File: config.mk
export PLATFORM = sky130hd
export DESIGN_NAME = tmr_irq_reg
export DESIGN_NICKNAME = d
export VERILOG_FILES = /design/src/rtl/tmr_irq_pkg.sv /design/src/rtl/tmr_irq_rst_sync.sv /design/src/rtl/tmr_irq_pend_slice.sv /design/src/rtl/tmr_irq_req.sv /design/src/rtl/tmr_irq_reg.sv
export SDC_FILE = /design/constraint.sdc
export NUM_CORES = 1
export LEC_CHECK = 0
export ABC_AREA = 1
export ABC_CLOCK_PERIOD_IN_PS = 1700
export BUFFER_PORTS_ARGS = -buffer_cell sky130_fd_sc_hd__clkbuf_2
export CAP_MARGIN = 20
export CORE_AREA = 2 2 39 41
export DETAILED_ROUTE_END_ITERATION = 10
export DIE_AREA = 0 0 41 43
export MAX_ROUTING_LAYER = met4
export PLACE_DENSITY = 0.75
export SYNTH_ARGS = -nofsm -noshare
export SYNTH_HDL_FRONTEND = slang
export SYNTH_SLANG_ARGS = --single-unit
File: constraint.sdc
create_clock -name clk -period 1.7 [get_ports clk]
set_input_delay 0.34 -clock clk [delete_from_list [all_inputs] [get_ports clk]]
set_output_delay 0.34 -clock clk [all_outputs]
set_load 0.05 [all_outputs]
File: src/rtl/tmr_irq_pkg.sv
package tmr_irq_pkg;

  // Next-state decision for one pending bit
  typedef enum logic [1:0] {
    PACT_HOLD = 2'd0,
    PACT_CLR  = 2'd1,
    PACT_SET  = 2'd2,
    PACT_OFF  = 2'd3
  } pend_act_e;

endpackage

File: src/rtl/tmr_irq_rst_sync.sv
module tmr_irq_rst_sync #(
  parameter int STAGES = 2
) (
  input  logic clk,
  input  logic rst_n,
  output logic rst_sync_n
);

  logic [STAGES-1:0] sync_q;
  logic [STAGES-1:0] sync_d;

  always_comb begin
    sync_d = {sync_q[STAGES-2:0], 1'b1};
  end

  always_ff @(posedge clk or negedge rst_n) begin
    if (!rst_n) begin
      sync_q <= '0;
    end else begin
      sync_q <= sync_d;
    end
  end

  assign rst_sync_n = sync_q[STAGES-1];

endmodule

File: src/rtl/tmr_irq_pend_slice.sv
module tmr_irq_pend_slice
  import tmr_irq_pkg::*;
(
  input  logic clk,
  input  logic rst_n,
  input  logic tmr_en,
  input  logic hw_set,
  input  logic sw_set,
  input  logic sw_clr,
  output logic pend_q
);

  pend_act_e act;
  logic      pend_d;

  // Priority: timer off, then any set (hardware or software), then clear
  always_comb begin
    if (!tmr_en) begin
      act = PACT_OFF;
    end else if (hw_set || sw_set) begin
      act = PACT_SET;
    end else if (sw_clr) begin
      act = PACT_CLR;
    end else begin
      act = PACT_HOLD;
    end
  end

  always_comb begin
    unique case (act)
      PACT_OFF:  pend_d = 1'b0;
      PACT_SET:  pend_d = 1'b1;
      PACT_CLR:  pend_d = 1'b0;
      default:   pend_d = pend_q;
    endcase
  end

  always_ff @(posedge clk or negedge rst_n) begin
    if (!rst_n) begin
      pend_q <= 1'b0;
    end else begin
      pend_q <= pend_d;
    end
  end

endmodule

File: src/rtl/tmr_irq_req.sv
module tmr_irq_req #(
  parameter int NSRC = 4
) (
  input  logic            clk,
  input  logic            rst_n,
  input  logic [NSRC-1:0] en_q,
  input  logic [NSRC-1:0] pend_q,
  output logic            irq_q
);

  logic irq_d;

  always_comb begin
    irq_d = |(en_q & pend_q);
  end

  always_ff @(posedge clk or negedge rst_n) begin
    if (!rst_n) begin
      irq_q <= 1'b0;
    end else begin
      irq_q <= irq_d;
    end
  end

endmodule

File: src/rtl/tmr_irq_reg.sv
module tmr_irq_reg #(
  parameter int NSRC       = 4,
  parameter int RST_STAGES = 2,
  localparam int REG_W     = 2 * NSRC
) (
  input  logic             clk,
  input  logic             rst_n,
  input  logic             tmr_en,
  input  logic [NSRC-1:0]  src_evt,
  input  logic             wr_ctl,
  input  logic             wr_clr,
  input  logic [REG_W-1:0] wdata,
  output logic [REG_W-1:0] rdata,
  output logic             irq
);

  logic            rst_int_n;
  logic [NSRC-1:0] en_q;
  logic [NSRC-1:0] en_d;
  logic            en_ce;
  logic [NSRC-1:0] pend_q;

  tmr_irq_rst_sync #(.STAGES(RST_STAGES)) u_rst_sync (
    .clk        (clk),
    .rst_n      (rst_n),
    .rst_sync_n (rst_int_n)
  );

  // Enable nibble: loaded by control writes regardless of timer state
  always_comb begin
    en_ce = wr_ctl;
    en_d  = wdata[REG_W-1:NSRC];
  end

  always_ff @(posedge clk or negedge rst_int_n) begin
    if (!rst_int_n) begin
      en_q <= '0;
    end else if (en_ce) begin
      en_q <= en_d;
    end
  end

  for (genvar g = 0; g < NSRC; g++) begin : g_pend
    tmr_irq_pend_slice u_slice (
      .clk    (clk),
      .rst_n  (rst_int_n),
      .tmr_en (tmr_en),
      .hw_set (src_evt[g]),
      .sw_set (wr_ctl & wdata[g]),
      .sw_clr (wr_clr & wdata[g]),
      .pend_q (pend_q[g])
    );
  end

  tmr_irq_req #(.NSRC(NSRC)) u_req (
    .clk    (clk),
    .rst_n  (rst_int_n),
    .en_q   (en_q),
    .pend_q (pend_q),
    .irq_q  (irq)
  );

  assign rdata = {en_q, pend_q};

endmodule

======== After elaboration in Yosys (flattened, before gate mapping) ========
Cells that the tools add are included.
Widths: inputs -> output; s select.
operators by class
  bitwise operators ....................... 9
  mux-type cells .......................... 16
  reductions and logical operators ........ 13
  equality and inequality tests ........... 12
operator list
  cell                count
  $eq 2x2->1 const B  8
  $mux 2              8
  $and 1x1->1         8
  $eq 2x1->1 const B  4
  $pmux 1 s2          4
  $reduce_bool 2->1   4
  $reduce_or 2->1     4
  $and 4x4->4         1
  $logic_or 1x1->1    4
  $mux 1              4
  $reduce_or 4->1     1
word-level totals
  register bits ........................... 11
  output and inout port bits .............. 9
  bits of input ports ..................... 17
  word-level logic and storage cells ...... 57

======== Longest topological paths before layout ========
Gate-level depths: netlist (run 1).
  depth in word-level cells ............... 7
  mapped depth ............................ 3
  mapped depth without buffers ............ 3

======== Cells and area by module ========
From an unflattened synthesis (run 1), not the netlist that was laid out.
unflattened totals
  cell total of the unflattened synthesis .. 71
  area, all modules ....................... 513.0 µm²
by module, submodules not included
  module              area each (µm²)  cells each  times used
  tmr_irq_reg         220.2            34          1
  tmr_irq_pend_slice  45.0             6           4
  tmr_irq_req         58.8             10          1
  tmr_irq_rst_sync    53.8             3           1

======== Worst setup path before layout (run 1) ========
OpenSTA, ideal clock, no wires.
  path type ............................... reg2out
  start ................................... register en_q[0]
  end ..................................... output rdata[4]
  data required time ...................... 1.360 ns
  arrival ................................. 0.615 ns
  stages on the path, launching flop included .. 1
  path slack .............................. 0.745 ns
  cell sequence ........................... dfrtp_1
RTL lines
  what                    RTL line           source
  start, declared         tmr_irq_reg.sv:18  logic [NSRC-1:0] en_q;
  start signal, assigned  tmr_irq_reg.sv:39  en_q <= en_d;
  end, declared           tmr_irq_reg.sv:13  output logic [REG_W-1:0] rdata,
No word-level cell between the ends.

======== Worst setup path after layout (run 1) ========
  start ................................... register g_pend[1].u_slice.pend_q
  end ..................................... output rdata[1]
RTL lines
  what                    RTL line                  source
  start, declared         tmr_irq_pend_slice.sv:10  output logic pend_q
  start signal, assigned  tmr_irq_pend_slice.sv:42  pend_q <= pend_d;
No word-level cell between the ends.

==> impl_results.md, run 1 <==
* TritonCTS Buffers at 3
* Worst Reg-to-Reg Cells at 2
* Post-synth EDFFs at 0
* HPWL Detailed at 748.9 um
* Drt wl/cell at 9.576 um
* Clock slew at reported path FFs at 0.07 ns
* MaxCap Viol Count at 0
* Post-synth top area share at 0.5820
* Ys flop type: dfrtp_1
* Yosys reg bits at 11
* Yosys warns at 0
* Synth top area cells: dfrtp_1 (58%), nand2_1 (13%), a21oi_1 (6.3%), buf_4 (6.3%), o21ai_0 (4.2%)
* Post-Syn Area at 473.0 um2
* Synth cell count leaders: nand2_1 (16), dfrtp_1 (11), a21oi_1 (6), inv_1 (5)
* Setup Buffers After CTS at 0
* RSZ-0062 raised after global routing: no
* Layout cells sized above 1 at 0.3947
* Worst reg2reg path endpoint: u_req.irq_q
* # clock sinks at 11
* Layout Area Growth over Synthesis at 29.63%
* Overflow left after global routing at 0
* Max Freq at 787.3 MHz
* Fin util at 0.4430
* Hold WC Path Type: reg2async
* Slowest CP cell: dfrtp_1
* Mapped Cells at 51
* First-pass GRT wire length at 1380 um
* Count leader, synth: nand2_1
* DIE AREA at 0.001763 mm2
* DRC errors left at 0
* Worst VDD drop at 0.0004381 V
* Die H at 43 um
* Lkg Pwr at 0.3373 nW
* Core Box Area at 0.001384 mm2
* First drt pass iteration count at 4
* Diodes inserted at 0
* Gr usage total at 0.1200
* Seq/Total Area, Yosys at 0.5820
* Critical path startpoint category: flip-flop
* Status: finished clean
* Crit-path max cell delay at 0.38 ns
* Clk root buf: clkbuf_4
* Clock latency on the worst-skew pair at 0.26 ns
* Netlist cell types at 10
* Post-Syn Nets at 68
* Final min period at 1.270 ns
* Avg Vias per Cell at 4.315
* Leading area contributor after synthesis: dfrtp_1
* Reg-to-Reg Start: g_pend[1].u_slice.pend_q
* Worst Path Buf+Inv at 1
* Initial Utilization at 0.3418
* Vias in the first global route at 344
* IO buf count at 25
* Filler cells at 146
* Crit. End Element: output pin
* Initial antenna violation count at 0
* GP Congestion at 0.6121
* Critical path arrival at 0.93 ns
* CP Max Fanout at 3
* Detail Route Antenna Nets at 0
* Reg2reg setup slack at 1.03 ns
* Pwr/cell area at 1005 mW/mm2
* Worst Clk Skew at 0.001120 ns
* Avg Cell Area, Syn at 9.274 um2
* Final period util at 0.7472
* Max Transition Viols Final at 0
* DR iter-0 viols at 1
* Critical path, cell by cell: clkbuf_2
* Setup tns final at 0 ns
* Die X at 41 um
* Final setup viols at 0
* Worst path top cell family by delay: flip-flops
* I/O pins at 26
* Final net count at 94
* CTS tree: done
* Critical path class: reg2out
* CTS resizes at 0
* Fin. Hold Viols at 0
* Total routed wirelength at 881 um
* Ys async rst share at 1.000
* Worst EP required at 1.36 ns
* Via count at 397
* Row count at 14
* Pin count of the biggest net entering global routing at 13
* Clock H-tree levels at 1
* Longest Clk Path Bufs at 2
[sequential cells by signal, indices dropped and copies added (netlist names)]
| name | flops |
|---|---|
| g_pend.u_slice.pend_q | 4 |
| u_req.irq_q | 1 |
| u_rst_sync.sync_q | 2 |
| en_q | 4 |
[per-stage QoR]
stage                     std cells  hold WS (ns)  instance area (um2)  worst slack, ns  power (mW)
final                            92        0.1414                613.1           0.4298      0.6159
after global placement           87        0.1271                576.8           0.7089      0.4467
after floorplan                  51       0.04441                473.0           0.7455      0.4122
after CTS                        92        0.1582                613.1           0.4193      0.6238
after detailed placement         87        0.1273                576.8           0.7091      0.4498
after global routing             92        0.1729                613.1           0.3782      0.6469
[metal layers]
metal | vias to the layer above | wire length (um) | global-route usage
met5 | - | 0 | -
met4 | 0 | 0 | 0.06000
met3 | 0 | 77 | 0.03141
met2 | 21 | 424 | 0.1844
met1 | 169 | 379 | 0.1380
li1 | 207 | - | -
[area by class of cell]
cell class | instances | area [um2] | share of cell area
clock buffer | 4 | 26.28 | 0.04286
inverter | 5 | 18.77 | 0.03061
multi-input combinational | 30 | 137.6 | 0.2245
sequential | 11 | 275.3 | 0.4490
tap | 16 | 20.02 | 0.03265
timing repair buffer | 26 | 135.1 | 0.2204
[worst max-delay path by stage]
stage	cells past startpoint	slack (ns)	endpoint	startpoint
after floorplan	0	0.75	rdata[4]	en_q[0]
after global placement	1	0.71	rdata[1]	g_pend[1].u_slice.pend_q
after detailed placement	1	0.71	rdata[1]	g_pend[1].u_slice.pend_q
after CTS	1	0.42	rdata[1]	g_pend[1].u_slice.pend_q
after global routing	1	0.38	rdata[1]	g_pend[1].u_slice.pend_q
final	1	0.43	rdata[1]	g_pend[1].u_slice.pend_q
[where the power goes]
group	internal, mW	leakage, nW	switching, mW
combinational	0.0400	0.189	0.103
clock	0.0905	0.0150	0.0814
sequential	0.283	0.133	0.0173
[placed cells by master (no fill, tap or decap)]
cell type      synthesis  final
dlygate4sd3_1          0      1
clkbuf_4               0      3
conb_1                 1      1
clkbuf_1               0      1
clkbuf_2               0     25
a21oi_1                6      6
a21oi_2                2      2
nand2_1               16     16
dfrtp_1               11     11
inv_1                  5      5
nand4_1                1      1
o21ai_0                4      4
[worst register-to-register path, cell delays in order, from the launching register on]
cell and delay, ns:
dfrtp_1 0.41, nand2_1 0.07, nand4_1 0.08
[kinds of logic (layout without fill, tap and decap cells)]
| family | after synthesis | after routing | share of synthesized area |
|---|---|---|---|
| other | 1 | 1 | 0.007929 |
| AND/OR/NAND/NOR | 17 | 17 | 0.1402 |
| buffers and inverters | 10 | 35 | 0.1270 |
| AO/OA/AOI/OAI | 12 | 12 | 0.1429 |
| flip-flops | 11 | 11 | 0.5820 |
[what timing repair did]
action                                 in CTS  in global routing
setup endpoints to repair                   0                  0
endpoints found under the hold margin       2                  0
hold buffers                                1                  0
(Power assumes the default switching activity.)
==> run 2: changes to the inputs <==
--- a/config.mk
+++ b/config.mk
@@ -6,14 +6,13 @@
 export NUM_CORES = 1
 export LEC_CHECK = 0
 export ABC_AREA = 1
-export ABC_CLOCK_PERIOD_IN_PS = 1700
+export ABC_CLOCK_PERIOD_IN_PS = 1100
 export BUFFER_PORTS_ARGS = -buffer_cell sky130_fd_sc_hd__clkbuf_2
 export CAP_MARGIN = 20
-export CORE_AREA = 2 2 39 41
+export CORE_UTILIZATION = 36
 export DETAILED_ROUTE_END_ITERATION = 10
-export DIE_AREA = 0 0 41 43
 export MAX_ROUTING_LAYER = met4
-export PLACE_DENSITY = 0.75
+export PLACE_DENSITY = 0.79
 export SYNTH_ARGS = -nofsm -noshare
 export SYNTH_HDL_FRONTEND = slang
 export SYNTH_SLANG_ARGS = --single-unit
==> constraint.sdc (replaced) <==
create_clock -name clk -period 1.1 [get_ports clk]
set_input_delay 0.22 -clock clk [delete_from_list [all_inputs] [get_ports clk]]
set_output_delay 0.22 -clock clk [all_outputs]
set_load 0.05 [all_outputs]
==> run 2 against run 1 <==
  * Via count up 9.3%
  * Highest routed layer is now met4
  * Clock-buffer cell count is the same
  * Critical endpoint unchanged
  * Critical path type unchanged
  * Register-to-register slack got worse by 0.80 ns
  * Worst hold slack got worse by 0.0071 ns
  * Total power up 66%
  * Global-route usage rose by 3.9 points
  * Sequential share of layout area fell by 5.7 points
==> impl_results.md, run 2 (synthesized netlist as in run 1, its figures left out) <==
* Worst VDD drop at 0.0007815 V (was 0.0004381 V)
* Critical path arrival at 0.87 ns (was 0.93 ns)
* Detail Route Antenna Nets at 0 (unchanged)
* Clk root buf: clkbuf_4 (unchanged)
* Clock H-tree levels at 1 (unchanged)
* First-pass GRT wire length at 1483 um (was 1380 um)
* Gr usage total at 0.1594 (was 0.1200)
* Initial Utilization at 0.4091 (was 0.3418)
* Crit-path max cell delay at 0.43 ns (was 0.38 ns)
* Switching Share at 0.3209 (was 0.3282)
* Largest regs: en_q (4), g_pend.u_slice.pend_q (4), u_rst_sync.sync_q (2) (unchanged)
* HPWL Detailed at 743.3 um (was 748.9 um)
* Clock latency on the worst-skew pair at 0.27 ns (was 0.26 ns)
* Lkg Pwr at 0.3731 nW (was 0.3373 nW)
* Clock Power Share at 0.263 (was 0.279)
* Critical path, cell by cell: buf_8 (was clkbuf_2)
* # clock sinks at 11 (unchanged)
* Status: finished clean (unchanged)
* MaxCap Viol Count at 0 (unchanged)
* Sequential share of power at 0.461 (was 0.488)
* RSZ-0062 raised after global routing: yes (was no)
* Slowest CP cell: dfrtp_1 (unchanged)
* I/O pins at 26 (unchanged)
* Crit. End Element: output pin (unchanged)
* Fin util at 0.6071 (was 0.4430)
* Most frequent cells in the layout: nand2_1 (16), clkbuf_2 (16), dfrtp_1 (11), a21oi_1 (6), inv_1 (5) (was clkbuf_2 (25), nand2_1 (16), dfrtp_1 (11), a21oi_1 (6), inv_1 (5))
* Worst EP required at 0.88 ns (was 1.36 ns)
* DIE AREA at 0.001463 mm2 (was 0.001763 mm2)
* Max Freq at 915.6 MHz
* Switching pwr at 0.3272 mW (was 0.2021 mW)
* Max Transition Viols Final at 0 (unchanged)
* Diodes inserted at 0 (unchanged)
* Hold WC Path Type: reg2async (unchanged)
* Final min period at 1.092 ns
* Pwr/cell area at 1453 mW/mm2 (was 1005 mW/mm2)
* Via count at 434 (was 397)
* GP Congestion at 0.7016 (was 0.6121)
* Row count at 12 (was 14)
* Worst Clk Skew at 0.006442 ns (was 0.001120 ns)
* Avg Vias per Cell at 4.667 (was 4.315)
* Clock slew at reported path FFs at 0.07 ns (about the same)
* Initial antenna violation count at 0 (unchanged)
* DR iter-0 viols at 5 (was 1)
* Total routed wirelength at 977 um (was 881 um)
* Combinational Power Share at 0.276 (was 0.233)
* Die X at 38.25 um (was 41 um)
* Final net count at 97 (was 94)
* Reg2reg setup slack at 0.23 ns (was 1.03 ns)
* Reg-to-Reg Start: g_pend[1].u_slice.pend_q (unchanged)
* Critical path startpoint category: flip-flop (unchanged)
* CP Max Fanout at 3 (unchanged)
* Drt wl/cell at 10.51 um (was 9.576 um)
* Critical path class: reg2out (unchanged)
* Final period util at 0.9929
* Worst Path Buf+Inv at 1 (unchanged)
* Vias in the first global route at 374 (was 344)
* DRC errors left at 0 (unchanged)
* Pin count of the biggest net entering global routing at 13 (unchanged)
* Hold WS at 0.1343 ns (was 0.1414 ns)
* Final setup viols at 0 (unchanged)
* Die H at 38.25 um (was 43 um)
* Layout cells sized above 1 at 0.4177 (was 0.3947)
* Worst path top cell family by delay: flip-flops (unchanged)
* Core Box Area at 0.001156 mm2 (was 0.001384 mm2)
* Final Power at 1.020 mW (was 0.6159 mW)
* Overflow left after global routing at 0 (unchanged)
* Worst reg2reg path endpoint: u_req.irq_q (unchanged)
* Layout Area Growth over Synthesis at 48.41% (was 29.63%)
* Longest Clk Path Bufs at 2 (unchanged)
* Worst Reg-to-Reg Cells at 3 (was 2)
* IO buf count at 25 (unchanged)
* First drt pass iteration count at 4 (unchanged)
* Int Pwr at 0.6926 mW (was 0.4137 mW)
* CTS tree: done (unchanged)
* Fin. Hold Viols at 0 (unchanged)
* TritonCTS Buffers at 3 (unchanged)
run 2: cell count changes in the layout (fill, tap and decap cells not counted), sizes merged:
cell,before,now
buf,0,9
clkbuf,29,23
run 2: worst max path at each step:
stage	end	startpoint	slack [ns]	depth (start not counted)
final	rdata[1]	g_pend[1].u_slice.pend_q	0.008	1
after global routing	rdata[1]	g_pend[1].u_slice.pend_q	-0.02	1
after CTS	rdata[1]	g_pend[1].u_slice.pend_q	-0.003	1
after detailed placement	rdata[1]	g_pend[1].u_slice.pend_q	0.22	1
after global placement	rdata[1]	g_pend[1].u_slice.pend_q	0.22	1
after floorplan	u_req.irq_q	en_q[1]	0.20	2
run 2: power groups by stage:
stage                     Sequential (mW)  Combinational (mW)  Clock [mW]
final                               0.470               0.282       0.268
after global routing                0.474               0.300       0.299
after CTS                           0.469               0.256       0.276
after detailed placement            0.474               0.222           0
after global placement              0.471               0.219           0
after floorplan                     0.535               0.102           0
run 2: final cells by class:
type | count | area, um2
sequential | 11 | 275.3
timing repair buffer | 29 | 226.5
inverter | 5 | 18.77
tap | 14 | 17.52
fill | 101 | 454.2
multi-input combinational | 30 | 137.6
clock buffer | 4 | 26.28
run 2: through the flow:
step / TNS [ns] / cell area (um2) / setup slack, ns / instances
after global placement: 0 / 574.3 / 0.2219 / 85
after detailed placement: 0 / 574.3 / 0.2165 / 85
after floorplan: 0 / 473.0 / 0.2034 / 51
after CTS: -0.002804 / 668.1 / -0.002804 / 90
after global routing: -0.01576 / 701.9 / -0.01576 / 93
final: 0 / 701.9 / 0.007861 / 93
run 2: metal layers:
metal / vias to the layer above / share of wire / track usage
li1: 212 / - / -
met1: 199 / 0.41 / 0.1742
met2: 19 / 0.51 / 0.2585
met3: 4 / 0.070 / 0.05233
met4: 0 / 0.017 / 0.08036
met5: - / 0 / -
run 2: repair_timing:
| action | CTS | global route |
|---|---|---|
| buffers inserted | 0 | 3 |
| hold endpoints to repair | 2 | 0 |
| hold buffers | 1 | 0 |
| resized for setup | 14 | 9 |
| setup endpoints to repair | 8 | 8 |
==> run 3: changes to the inputs <==
--- a/config.mk
+++ b/config.mk
@@ -6,13 +6,12 @@
 export NUM_CORES = 1
 export LEC_CHECK = 0
 export ABC_AREA = 1
-export ABC_CLOCK_PERIOD_IN_PS = 1100
 export BUFFER_PORTS_ARGS = -buffer_cell sky130_fd_sc_hd__clkbuf_2
 export CAP_MARGIN = 20
 export CORE_UTILIZATION = 36
 export DETAILED_ROUTE_END_ITERATION = 10
 export MAX_ROUTING_LAYER = met4
-export PLACE_DENSITY = 0.79
+export PLACE_DENSITY = 0.7
 export SYNTH_ARGS = -nofsm -noshare
 export SYNTH_HDL_FRONTEND = slang
 export SYNTH_SLANG_ARGS = --single-unit
==> run 3 against run 2 <==
  * Clock-buffer cell count stayed put
  * Non-clock buffer count up 2
  * Fmax increased by 1.5%
  * Worst hold slack gained 0.013 ns
  * Critical path type unchanged
  * Highest routed layer unchanged
==> impl_results.md, run 3 (synthesized netlist as in run 1, its figures left out) <==
* HPWL Detailed at 703.9 um (was 743.3 um)
* Fin. Hold Viols at 0 (unchanged)
* Initial antenna violation count at 0 (unchanged)
* Worst Path Buf+Inv at 1 (unchanged)
* Setup slack after layout at 0.02356 ns (was 0.007861 ns)
* Via count at 412 (was 434)
* Core Box Area at 0.001156 mm2 (unchanged)
* DIE AREA at 0.001463 mm2 (unchanged)
* Crit-path max cell delay at 0.42 ns (was 0.43 ns)
* Final setup viols at 0 (unchanged)
* Worst reg2reg path endpoint: u_req.irq_q (unchanged)
* Die H at 38.25 um (unchanged)
* First-pass GRT wire length at 1338 um (was 1483 um)
* Gr usage total at 0.1501 (was 0.1594)
* Drt wl/cell at 10.05 um (was 10.51 um)
* Lkg Pwr at 0.3859 nW (was 0.3731 nW)
* Row count at 12 (unchanged)
* DRC errors left at 0 (unchanged)
* Detail Route Antenna Nets at 0 (unchanged)
* Crit path to: rdata[2] (was rdata[1])
* Hold WC Path Type: reg2async (unchanged)
* Final net count at 99 (was 97)
* Critical path, cell by cell: buf_8 (unchanged)
* Pin count of the biggest net entering global routing at 13 (unchanged)
* Diodes inserted at 0 (unchanged)
* Final Power at 1.034 mW (was 1.020 mW)
* Critical path startpoint category: flip-flop (unchanged)
* Max Freq at 929.0 MHz (was 915.6 MHz)
* First drt pass iteration count at 2 (was 4)
* Worst Clk Skew at 0.001500 ns (was 0.006442 ns)
* Initial Utilization at 0.4091 (unchanged)
* Status: finished clean (unchanged)
* RSZ-0062 raised after global routing: yes (unchanged)
* Pwr/cell area at 1427 mW/mm2 (was 1453 mW/mm2)
* CP Max Fanout at 3 (unchanged)
* Critical path class: reg2out (unchanged)
* Vias in the first global route at 319 (was 374)
* MaxCap Viol Count at 0 (unchanged)
* Slowest CP cell: dfrtp_1 (unchanged)
* Reg2reg setup slack at 0.27 ns (was 0.23 ns)
* CTS tree: done (unchanged)
* Overflow left after global routing at 0 (unchanged)
* Longest Clk Path Bufs at 2 (unchanged)
* Clock latency on the worst-skew pair at 0.27 ns (about the same)
* Final min period at 1.076 ns (was 1.092 ns)
* Clock H-tree levels at 1 (unchanged)
* TritonCTS Buffers at 3 (unchanged)
* Setup tns final at 0 ns (unchanged)
* Final period util at 0.9786 (was 0.9929)
* Pre-CTS WS at 0.2329 ns (was 0.2165 ns)
* # clock sinks at 11 (unchanged)
* Layout cells sized above 1 at 0.4321 (was 0.4177)
* Most frequent cells in the layout: nand2_1 (16), clkbuf_2 (16), dfrtp_1 (11), a21oi_1 (6) (was nand2_1 (16), clkbuf_2 (16), dfrtp_1 (11), a21oi_1 (6), inv_1 (5))
* DR iter-0 viols at 2 (was 5)
* IO buf count at 25 (unchanged)
* GP Congestion at 0.7074 (was 0.7016)
* Setup crit start: g_pend[2].u_slice.pend_q (was g_pend[1].u_slice.pend_q)
* I/O pins at 26 (unchanged)
* Reg-to-Reg Start: en_q[1] (was g_pend[1].u_slice.pend_q)
* Clock slew at reported path FFs at 0.07 ns (about the same)
* Layout Area Growth over Synthesis at 53.17% (was 48.41%)
* Crit. End Element: output pin (unchanged)
* Worst Reg-to-Reg Cells at 3 (unchanged)
* Worst path top cell family by delay: flip-flops (unchanged)
* Stages on worst setup path at 1 (unchanged)
* Worst VDD drop at 0.0008011 V (was 0.0007815 V)
* Total routed wirelength at 955 um (was 977 um)
* Filler cells at 97 (was 101)
* Die X at 38.25 um (unchanged)
* Hold WS at 0.1477 ns (was 0.1343 ns)
* Largest regs: en_q (4), g_pend.u_slice.pend_q (4), u_rst_sync.sync_q (2) (unchanged)
* Clk root buf: clkbuf_4 (unchanged)
* Avg Vias per Cell at 4.337 (was 4.667)
* Max Transition Viols Final at 0 (unchanged)
* Worst EP required at 0.88 ns (about the same)
* Critical path arrival at 0.86 ns (was 0.87 ns)
-- run 3: worst min path at each step --
stage                         startpoint                  endpoint
global placement                   rst_n      u_rst_sync.sync_q[0]
detailed placement                 rst_n      u_rst_sync.sync_q[0]
floorplan                          rst_n      u_rst_sync.sync_q[0]
global route                    wdata[5]                   en_q[1]
finish              u_rst_sync.sync_q[1]  g_pend[2].u_slice.pend_q
CTS                 u_rst_sync.sync_q[1]  g_pend[2].u_slice.pend_q
-- run 3: metal layers --
metal | vias to the layer above | share of wire | GRT usage
met3 | 4 | 0.065 | 0.08721
met2 | 14 | 0.49 | 0.1992
met5 | - | 0 | -
met1 | 178 | 0.42 | 0.1767
met4 | 0 | 0.024 | 0.08036
li1 | 216 | - | -
-- run 3: layout make-up --
class	count	area (um2)	share of cell area
multi-input cells	30	137.6	0.1900
repair buffers	31	249.0	0.3437
flip-flops and latches	11	275.3	0.3800
clock buffers	4	26.28	0.03627
inverters	5	18.77	0.02591
well taps	14	17.52	0.02418
-- run 3: per-stage QoR --
stage,instances,utilization,instance area [um2]
floorplan,51,-,473.0
global placement,85,0.4968,574.3
detailed placement,85,0.4968,574.3
CTS,90,0.5887,680.7
global route,95,0.6266,724.4
finish,95,0.6266,724.4
-- run 3: repair_timing --
item                                    CTS  global route
endpoints found under the setup margin    8             9
gates resized for setup                  16             6
hold buffers                              1             0
pin swaps                                 0             0
buffers inserted                          0             5
endpoints found under the hold margin     2             0
-- run 3: report_power, final --
part | switching [mW] | total [mW] | internal [mW]
Sequential | 0.0322 | 0.470 | 0.438
Combinational | 0.166 | 0.290 | 0.124
Clock | 0.133 | 0.274 | 0.141
